## config.mk

```make
export PLATFORM = sky130hd
export DESIGN_NAME = shadow_seg_decoder
export DESIGN_NICKNAME = d
export VERILOG_FILES = /design/src/rtl/shd_pkg.sv /design/src/rtl/shd_cfg_regs.sv /design/src/rtl/shd_seg_enables.sv /design/src/rtl/shd_route.sv /design/src/rtl/shadow_seg_decoder.sv
export SDC_FILE = /design/constraint.sdc
export NUM_CORES = 1
export LEC_CHECK = 0
export ABC_AREA = 1
export BUFFER_PORTS_ARGS = -buffer_cell sky130_fd_sc_hd__buf_2
export CORE_MARGIN = 4
export CORE_UTILIZATION = 35
export DETAILED_ROUTE_END_ITERATION = 12
export GPL_ROUTABILITY_DRIVEN = 1
export PLACE_DENSITY_LB_ADDON = 0.05
export SYNTH_ARGS = -nofsm -noshare
export SYNTH_HDL_FRONTEND = slang
export SYNTH_SLANG_ARGS = --single-unit
```

## constraint.sdc

```tcl
create_clock -name clk_i -period 3.5 [get_ports clk_i]
set_clock_uncertainty 0.2 [all_clocks]
set_input_delay 0.7 -clock clk_i [delete_from_list [all_inputs] [get_ports clk_i]]
set_output_delay 0.7 -clock clk_i [all_outputs]
set_load 0.005 [all_outputs]
```

## src/rtl/shd_pkg.sv

```systemverilog
package shd_pkg;
  localparam int unsigned ADDR_W = 20;
  localparam int unsigned CFG_W  = 8;
  localparam int unsigned EN_PER_REG = CFG_W / 2;  // one nibble of write enables, one of read enables

  typedef struct packed {
    logic              valid;
    logic              write;
    logic [ADDR_W-1:0] addr;
  } mem_req_t;
endpackage

```

## src/rtl/shd_cfg_regs.sv

```systemverilog
module shd_cfg_regs
  import shd_pkg::*;
#(
  parameter int unsigned     NUM_REGS  = 4,
  parameter logic [CFG_W-1:0] BASE_OFF  = 8'h44,
  parameter logic [CFG_W-1:0] REG0_MASK = 8'hCB
) (
  input  logic                               clk_i,
  input  logic                               rst_ni,
  input  logic [CFG_W-1:0]                   cfg_addr_i,
  input  logic [CFG_W-1:0]                   cfg_wdata_i,
  input  logic                               cfg_we_i,
  output logic [CFG_W-1:0]                   cfg_rdata_o,
  output logic [NUM_REGS-2:0][CFG_W-1:0]     win_regs_o,
  output logic [1:0]                         top_pair_o
);
  logic [CFG_W-1:0] regs_q [NUM_REGS];

  for (genvar k = 0; k < NUM_REGS; k++) begin : g_reg
    localparam logic [CFG_W-1:0] OFF  = BASE_OFF + CFG_W'(k);
    localparam logic [CFG_W-1:0] MASK = (k == 0) ? REG0_MASK : {CFG_W{1'b1}};
    always_ff @(posedge clk_i or negedge rst_ni) begin
      if (!rst_ni)                          regs_q[k] <= '0;
      else if (cfg_we_i && cfg_addr_i == OFF) regs_q[k] <= cfg_wdata_i & MASK;
    end
    if (k > 0) begin : g_win
      assign win_regs_o[k-1] = regs_q[k];
    end
  end

  assign top_pair_o = regs_q[0][1:0];

  always_comb begin
    cfg_rdata_o = '0;
    for (int k = 0; k < NUM_REGS; k++) begin
      if (cfg_addr_i == BASE_OFF + CFG_W'(k)) cfg_rdata_o = regs_q[k];
    end
  end
endmodule

```

## src/rtl/shd_seg_enables.sv

```systemverilog
module shd_seg_enables
  import shd_pkg::*;
#(
  parameter int unsigned NUM_REGS = 4,
  parameter int unsigned NUM_SEGS = 12,
  parameter int unsigned SEG_W    = 4,
  localparam int unsigned NSEG_P2 = 1 << SEG_W
) (
  input  logic [NUM_REGS-2:0][CFG_W-1:0] win_regs_i,
  output logic [NSEG_P2-1:0]             wr_en_o,
  output logic [NSEG_P2-1:0]             rd_en_o
);
  // lowest segments sit in the highest register
  for (genvar i = 0; i < NSEG_P2; i++) begin : g_seg
    if (i < NUM_SEGS) begin : g_used
      localparam int unsigned RI = NUM_REGS - 2 - (i / EN_PER_REG);
      localparam int unsigned BI = i % EN_PER_REG;
      assign wr_en_o[i] = win_regs_i[RI][BI];
      assign rd_en_o[i] = win_regs_i[RI][BI + EN_PER_REG];
    end else begin : g_pad
      assign wr_en_o[i] = 1'b0;
      assign rd_en_o[i] = 1'b0;
    end
  end
endmodule

```

## src/rtl/shd_route.sv

```systemverilog
module shd_route
  import shd_pkg::*;
#(
  parameter logic [ADDR_W-1:0] WIN_BASE  = 20'hC0000,
  parameter logic [ADDR_W-1:0] TOP_BASE  = 20'hF0000,
  parameter int unsigned       SEG_SHIFT = 14,
  parameter int unsigned       SEG_W     = 4,
  localparam int unsigned      NSEG_P2   = 1 << SEG_W
) (
  input  mem_req_t           req_i,
  input  logic [NSEG_P2-1:0] wr_en_i,
  input  logic [NSEG_P2-1:0] rd_en_i,
  input  logic [1:0]         top_pair_i,
  output logic               sel_int_o,
  output logic               sel_ext_o
);
  logic [SEG_W-1:0] seg;
  logic             hit;

  assign seg = SEG_W'((req_i.addr - WIN_BASE) >> SEG_SHIFT);

  always_comb begin
    if (req_i.addr < WIN_BASE)       hit = 1'b1;
    else if (req_i.addr >= TOP_BASE) hit = req_i.write ? top_pair_i[0] : top_pair_i[1];
    else                             hit = req_i.write ? wr_en_i[seg] : rd_en_i[seg];
  end

  assign sel_int_o = req_i.valid & hit;
  assign sel_ext_o = req_i.valid & ~hit;
endmodule

```

## src/rtl/shadow_seg_decoder.sv

```systemverilog
module shadow_seg_decoder
  import shd_pkg::*;
#(
  parameter logic [ADDR_W-1:0] WIN_BASE  = 20'hC0000,
  parameter logic [ADDR_W-1:0] TOP_BASE  = 20'hF0000,
  parameter int unsigned       SEG_SHIFT = 14,
  parameter int unsigned       NUM_REGS  = 4,
  parameter logic [CFG_W-1:0]  BASE_OFF  = 8'h44,
  parameter logic [CFG_W-1:0]  REG0_MASK = 8'hCB
) (
  input  logic              clk_i,
  input  logic              rst_ni,
  input  logic [CFG_W-1:0]  cfg_addr_i,
  input  logic [CFG_W-1:0]  cfg_wdata_i,
  input  logic              cfg_we_i,
  output logic [CFG_W-1:0]  cfg_rdata_o,
  input  logic [ADDR_W-1:0] mem_addr_i,
  input  logic              mem_valid_i,
  input  logic              mem_write_i,
  output logic              sel_int_o,
  output logic              sel_ext_o
);
  localparam int unsigned NUM_SEGS = int'((TOP_BASE - WIN_BASE) >> SEG_SHIFT);
  localparam int unsigned SEG_W    = $clog2(NUM_SEGS);
  localparam int unsigned NSEG_P2  = 1 << SEG_W;

  logic [NUM_REGS-2:0][CFG_W-1:0] win_regs;
  logic [1:0]                     top_pair;
  logic [NSEG_P2-1:0]             wr_en, rd_en;
  mem_req_t                       req;

  assign req = '{valid: mem_valid_i, write: mem_write_i, addr: mem_addr_i};

  shd_cfg_regs #(
    .NUM_REGS (NUM_REGS),
    .BASE_OFF (BASE_OFF),
    .REG0_MASK(REG0_MASK)
  ) u_regs (
    .clk_i      (clk_i),
    .rst_ni     (rst_ni),
    .cfg_addr_i (cfg_addr_i),
    .cfg_wdata_i(cfg_wdata_i),
    .cfg_we_i   (cfg_we_i),
    .cfg_rdata_o(cfg_rdata_o),
    .win_regs_o (win_regs),
    .top_pair_o (top_pair)
  );

  shd_seg_enables #(
    .NUM_REGS(NUM_REGS),
    .NUM_SEGS(NUM_SEGS),
    .SEG_W   (SEG_W)
  ) u_en (
    .win_regs_i(win_regs),
    .wr_en_o   (wr_en),
    .rd_en_o   (rd_en)
  );

  shd_route #(
    .WIN_BASE (WIN_BASE),
    .TOP_BASE (TOP_BASE),
    .SEG_SHIFT(SEG_SHIFT),
    .SEG_W    (SEG_W)
  ) u_route (
    .req_i     (req),
    .wr_en_i   (wr_en),
    .rd_en_i   (rd_en),
    .top_pair_i(top_pair),
    .sel_int_o (sel_int_o),
    .sel_ext_o (sel_ext_o)
  );
endmodule

```

==> results of run 1 <==
[layout by cell type, fill, tap and decap left out]
master / n
o2111ai_1: 5
nor2_2: 3
nand3_1: 20
nor2_4: 3
inv_1: 33
dfrtp_1: 29
a31oi_1: 1
clkbuf_1: 1
nor2_8: 1
o21ai_1: 14
nand3_4: 1
a21oi_1: 2
clkbuf_8: 6
nor4_4: 1
nand2_2: 4
o21ai_2: 9
o211ai_1: 2
nor2_1: 3
nand2_4: 2
inv_2: 1
nand2_1: 85
o21ai_0: 7
buf_2: 36
[flip-flops by register name (all words and copies together) (netlist names)]
name,flops
u_regs.top_pair_o,2
u_regs.win_regs_o,24
u_regs.regs_q,3
[final cells by class]
type                            instances  share of cell area (%)
Multi-Input combinational cell        163                   41.34
Inverter                               34                   6.219
Timing Repair Buffer                   36                   8.780
Clock buffer                            7                   4.207
Tap cell                               67                   4.085
Sequential cell                        29                   35.37
[worst max path at each step]
stage | start | end | slack (ps)
after CTS | mem_addr_i[14] | sel_int_o | 690
after floorplan | cfg_addr_i[2] | cfg_rdata_o[2] | 1080
final | mem_addr_i[14] | sel_int_o | 700
after detailed placement | mem_addr_i[14] | sel_ext_o | 690
after global placement | mem_addr_i[14] | sel_int_o | 690
after global routing | mem_addr_i[14] | sel_int_o | 490
[per-stage QoR]
| stage | setup WS [ps] | util (%) |
|---|---|---|
| 3_5_place_dp | 689.9 | 41.07 |
| 5_1_grt | 488.2 | 42.88 |
| 4_1_cts | 686.2 | 42.88 |
| 3_3_place_gp | 685.9 | 41.07 |
| 6_report | 704.3 | 42.88 |
| 2_1_floorplan | 1084 | - |
[logic make-up (layout without fill, tap and decap cells)]
logic type | count (synthesis) | after routing | share of synthesized area (%)
buf+inv | 39 | 77 | 9.821
simple gates | 123 | 123 | 33.76
compound gates | 40 | 40 | 14.84
flops | 29 | 29 | 41.58
[where the power goes]
| part | switching, mW | total, mW | internal, mW |
|---|---|---|---|
| combinational | 0.0603 | 0.0944 | 0.0341 |
| sequential | 0.0109 | 0.365 | 0.354 |
| clock | 0.122 | 0.278 | 0.156 |
[synth_stat cells]
library cell and count:
nand2_1 85, inv_1 33, dfrtp_1 29, nand3_1 20
o21ai_1 14, o21ai_2 9, o21ai_0 7, o2111ai_1 5
nand2_2 4, buf_6 3, nor2_1 3, nor2_2 3
nor2_4 3, a21oi_1 2, buf_2 2, nand2_4 2
o211ai_1 2, a31oi_1 1, inv_2 1, nand3_4 1
nor2_8 1, nor4_4 1
[worst max-delay path, delay by kind of cell]
family,cells,cell delay (ps)
compound gates,1,110
buf+inv,3,560
simple gates,7,520
[routing by layer]
metal | vias to the layer above | share of wire [%]
met5 | - | 0
met4 | 0 | 1.0
met3 | 4 | 6.2
met2 | 38 | 45
met1 | 707 | 47
li1 | 814 | -
==> metrics.md, run 1 <==
| Metric | Value |
|---|---|
| Worst hold slack | `about 260 ps` |
| Depth of the most critical reg-to-reg path | `2` |
| Starting DRC count in detailed routing | `between 60 and 70` |
| Root Driver | `clkbuf_8` |
| DRC viols | `0` |
| Min Clock Period, post-route | `roughly 2800 ps` |
| I/O pins | `51` |
| DPL Wire Length | `3.299 mm` |
| P&R area growth vs syn | `17.56%` |
| Area post-placement | `1966 um^2` |
| First-pass GRT wire length | `~7.5 mm` |
| Crit path arrival time | `1900 ps` |
| Initial antenna violation count | `0` |
| Sequential Area | `around 730 um^2` |
| Inserted Diodes | `0` |
| PortBufs | `36` |
| RR Endpoint | `u_regs.win_regs_o[3]` |
| Largest cells by area after synthesis | `dfrtp_1 (42%), nand2_1 (18%), inv_1 (7.1%)` |
| Post-CTS Setup Bufs | `0` |
| Final net count | `between 300 and 400` |
| H-tree depth | `2` |
| Max Cap Viol | `0` |
| Maximum VDD drop | `between 0.00015 and 0.0002 V` |
| Kind of end point of the critical path | `primary output` |
| Gr busiest metal | `met2` |
| Die X | `between 70 and 80 um` |
| Synthesized flop and latch total | `29` |
| Met3 GRT Util | `between 4 and 5%` |
| Count of final setup violators | `0` |
| Syn Nets | `272` |
| Inserted Clock Buffers | `5` |
| Clk sink count | `29` |
| Crit path kind | `primary input to primary output` |
| Wire per inst | `about 13 um` |
| Final WL | `around 4.5 mm` |
| Layout Cells excl Fill | `336` |
| Grt ovf | `0` |
| Met2 Use GR | `between 20% and 30%` |
| Slew Limit Fails | `0` |
| Tcrit/Tclk final | `between 70 and 80%` |
| Share of layout cells above drive strength 1 | `around a quarter` |
| Vias in the first global route | `approximately 1500` |
| CP cell instances | `buf_2 > inv_1 > nand2_1 > nand3_1 > nand3_1 > nand2_1 > nand2_1 > nand2_1 > nand2_1 > a21oi_1 > buf_2` |
| Fillers | `between 500 and 600` |
| Post-Route Setup TNS | `0 ps` |
| # hold bufs at CTS | `0` |
| Slowest cell on the critical path | `inv_1` |
| Vias/cell | `4.652` |
| Global routing usage on met1 | `21.46%` |
| CP dominant cell by count | `nand2_1` |
| R2r startpoint | `u_regs.win_regs_o[3]` |
| Die Footprint | `6181 um^2` |
| CTS tree | `yes` |
| RSZ-0062 raised after global routing | `false` |
| Core Area | `~4800 um^2` |
| Largest net degree at the start of global routing | `30` |
| Rows | `25` |
| Routability Congestion | `0.7766` |
| Cell taking the most area after synthesis | `dfrtp_1` |
| Deepest clock path buffer count | `2` |
| Multi-input gate area | `848.3 um^2` |
| Final antenna-violating net count | `0` |
| Fmax | `approximately 0.36 GHz` |
| Largest stage delay, worst path | `approximately 270 ps` |
| Mapped Area | `about 1700 um^2` |
| Status | `completed` |
| Synth unique cells | `22` |
| Placed Instances | `roughly 330` |
| Clock slew at reported path FFs | `about 60 ps` |
| Initial Utilization | `~36%` |
| Peak fanout along the critical path | `13` |
| Vias | `about 1600` |
| Chip Height | `between 70 and 80 um` |
| YS warnings | `0` |
| Leakage power total | `between 1 and 1.5 nW` |
| Total power | `around 0.74 mW` |
| Hold crit path type | `primary input to async pin` |
| Worst slew pin tran | `675.1 ps` |
| Seq/Total Area, Yosys | `41.58%` |
| Share of the synthesized area in the top cell type | `between 40% and 50%` |
| R2R setup slack | `2610 ps` |
| Avg Cell Area, Syn | `roughly 7.6 um^2` |
| CP Data Required Time | `roughly 2600 ps` |
| Final instance area | `around 2100 um^2` |
| Slew headroom | `between 50% and 60%` |
| Cts repair resizes | `0` |
| Syn Inst Count | `231` |
| CP Launch Type | `primary input` |
| Cell Pwr Density | `around 360 nW/um^2` |
| Aggregate global-route resource usage | `~16%` |
| Clk Latency, worst-skew pair | `about 270 ps` |
| Final Hold Vio Count | `0` |
| Number of detailed-route iterations in the first pass | `4` |
(Power assumes the default switching activity.)
==> run 2, diff against run 1 <==
==> constraint.sdc (replaced) <==
create_clock -name clk_i -period 2.6 [get_ports clk_i]
set_clock_uncertainty 0.2 [all_clocks]
set_input_delay 0.52 -clock clk_i [delete_from_list [all_inputs] [get_ports clk_i]]
set_output_delay 0.52 -clock clk_i [all_outputs]
set_load 0.005 [all_outputs]
==> metrics.md, run 2 (same netlist as run 1, synthesis figures left out) <==
| Metric | Value |
|---|---|
| Cell Pwr Density | `480.7 nW/um^2 (+34%)` |
| Initial antenna violation count | `0 (unchanged)` |
| Final Hold Vio Count | `0 (unchanged)` |
| Max Cap Viol | `0 (unchanged)` |
| Most frequent cells in the layout | `nand2_1 (85), buf_2 (36), inv_1 (33), dfrtp_1 (29), nand3_1 (20)` |
| Chip Height | `78.62 um (unchanged)` |
| Min Clock Period, post-route | `between 2000 and 2500 ps` |
| Fillers | `528 (+0.38%)` |
| Status | `completed` |
| PortBufs | `36 (unchanged)` |
| Met3 WL post-DR | `286 um (+3.2%)` |
| Share of layout cells above drive strength 1 | `25.19% (+0.28 points)` |
| Hold crit path type | `primary input to async pin` |
| Clock slew at reported path FFs | `60 ps (about the same)` |
| Rows | `25 (unchanged)` |
| Maximum VDD drop | `0.0002777 V (+55%)` |
| Leakage power total | `1.045 nW (+0.46%)` |
| Inserted Diodes | `0 (unchanged)` |
| Slew headroom | `54.39% (-0.61 points)` |
| Crit path arrival time | `1680 ps (-220 ps)` |
| Aggregate global-route resource usage | `15.42% (-0.46 points)` |
| Crit path kind | `primary input to primary output` |
| R2r startpoint | `u_regs.win_regs_o[3]` |
| Slew Limit Fails | `0 (unchanged)` |
| DRC viols | `0 (unchanged)` |
| Cts repair resizes | `0 (unchanged)` |
| Deepest clock path buffer count | `2 (unchanged)` |
| Highest Signal Layer | `met4` |
| Initial Utilization | `36.47% (unchanged)` |
| Final antenna-violating net count | `0 (unchanged)` |
| Final instance area | `2059 um^2 (+0.37%)` |
| Depth of the most critical reg-to-reg path | `2 (unchanged)` |
| DPL Wire Length | `3.298 mm (about the same)` |
| Tcrit/Tclk final | `92.17%` |
| # hold bufs at CTS | `0 (unchanged)` |
| Largest net degree at the start of global routing | `30 (unchanged)` |
| RR Endpoint | `u_regs.win_regs_o[3]` |
| Final WL | `4.436 mm (-1.3%)` |
| Post-CTS Setup Bufs | `0 (unchanged)` |
| Fmax | `0.4173 GHz` |
| Number of detailed-route iterations in the first pass | `4 (unchanged)` |
| First-pass GRT wire length | `7.307 mm (-2.6%)` |
| Clk Latency, worst-skew pair | `270 ps (about the same)` |
| Starting DRC count in detailed routing | `80 (+27%)` |
| Die Footprint | `6181 um^2 (unchanged)` |
| Commonest non-fill, non-tap cell in the layout | `nand2_1` |
| Peak fanout along the critical path | `9 (-4)` |
| Post-Route Setup TNS | `0 ps (unchanged)` |
| Count of final setup violators | `0 (unchanged)` |
| Total power | `0.9899 mW (+34%)` |
| Kind of end point of the critical path | `primary output` |
| Final net count | `311 (+0.32%)` |
| Routability Congestion | `0.8089 (+4.2%)` |
| I/O pins | `51 (unchanged)` |
| Root Driver | `clkbuf_8` |
| Clk sink count | `29 (unchanged)` |
| Met2 wire length | `1.985 mm (-2.7%)` |
| Core Area | `4786 um^2 (unchanged)` |
| Vias in the first global route | `1465 (-1.5%)` |
| Vias/cell | `4.596 (-1.2%)` |
| CP Launch Type | `primary input` |
| Max reg flops | `24 (unchanged)` |
| CP Data Required Time | `1880 ps (-720 ps)` |
| Die X | `78.62 um (unchanged)` |
| P&R area growth vs syn | `17.99%` |
| Area post-placement | `1973 um^2 (+0.38%)` |
| H-tree depth | `2 (unchanged)` |
| Vias | `1549 (-0.90%)` |
| Worst slew pin tran | `684.2 ps (+9.088 ps)` |
| RSZ-0062 raised after global routing | `false` |
| CTS tree | `yes` |
| Wire per inst | `13.16 um (-1.6%)` |
| Grt ovf | `0 (unchanged)` |
| R2R setup slack | `1700 ps (-910 ps)` |
| Inserted Clock Buffers | `5 (unchanged)` |
| M1 wire length | `2.141 mm (+0.52%)` |
run 2: cell count changes in the layout (fill, tap and decap cells not counted), sizes merged:
cell	before	now
buf	36	37
run 2: metrics by stage:
step	std cells	hold WS (ps)	worst slack, ps	utilization [%]
final	337	82.19	203.5	43.03
after global routing	337	125.9	84.09	43.03
after CTS	337	102.1	174.4	43.03
after detailed placement	330	274.7	183.7	41.23
after global placement	330	269.4	181.9	41.23
after floorplan	231	24.41	543.7	-
run 2: layout make-up:
cell class / count / area, um^2 / share of cell area, %
Multi-Input combinational cell: 163 / 848.3 / 41.19
Sequential cell: 29 / 725.7 / 35.24
Timing Repair Buffer: 37 / 187.7 / 9.113
Clock buffer: 7 / 86.33 / 4.192
Tap cell: 67 / 83.83 / 4.070
Inverter: 34 / 127.6 / 6.197
run 2: critical path, stage by stage:
cell and delay, ps:
buf_2 110, nor2_4 150, inv_2 70, nor2_2 70, nand2_1 80, nor2_4 260
a21oi_1 110, o21ai_0 90, nand2_1 70, inv_1 50, buf_2 100
run 2: report_power, final:
part	leakage, nW	switching [mW]	internal, mW
clock	0.0443	0.161	0.209
combinational	0.636	0.0813	0.0470
sequential	0.364	0.0146	0.477
total	1.04	0.256	0.734
run 2: worst max-delay path by stage:
stage                    from             end  slack [ps]  cells past startpoint
2_1_floorplan   cfg_addr_i[2]  cfg_rdata_o[2]         540                     10
3_3_place_gp    cfg_addr_i[3]  cfg_rdata_o[2]         180                     11
3_5_place_dp    cfg_addr_i[3]  cfg_rdata_o[2]         180                     11
4_1_cts         cfg_addr_i[3]  cfg_rdata_o[2]         170                     11
5_1_grt        mem_addr_i[14]       sel_int_o          80                     11
6_report        cfg_addr_i[3]  cfg_rdata_o[2]         200                     11
run 2: per-layer routing:
| metal | GRT usage [%] | vias up |
|---|---|---|
| met5 | 0 | - |
| met4 | 5.070 | 0 |
| met3 | 4.472 | 2 |
| met2 | 23.60 | 45 |
| met1 | 20.80 | 687 |
| li1 | - | 815 |
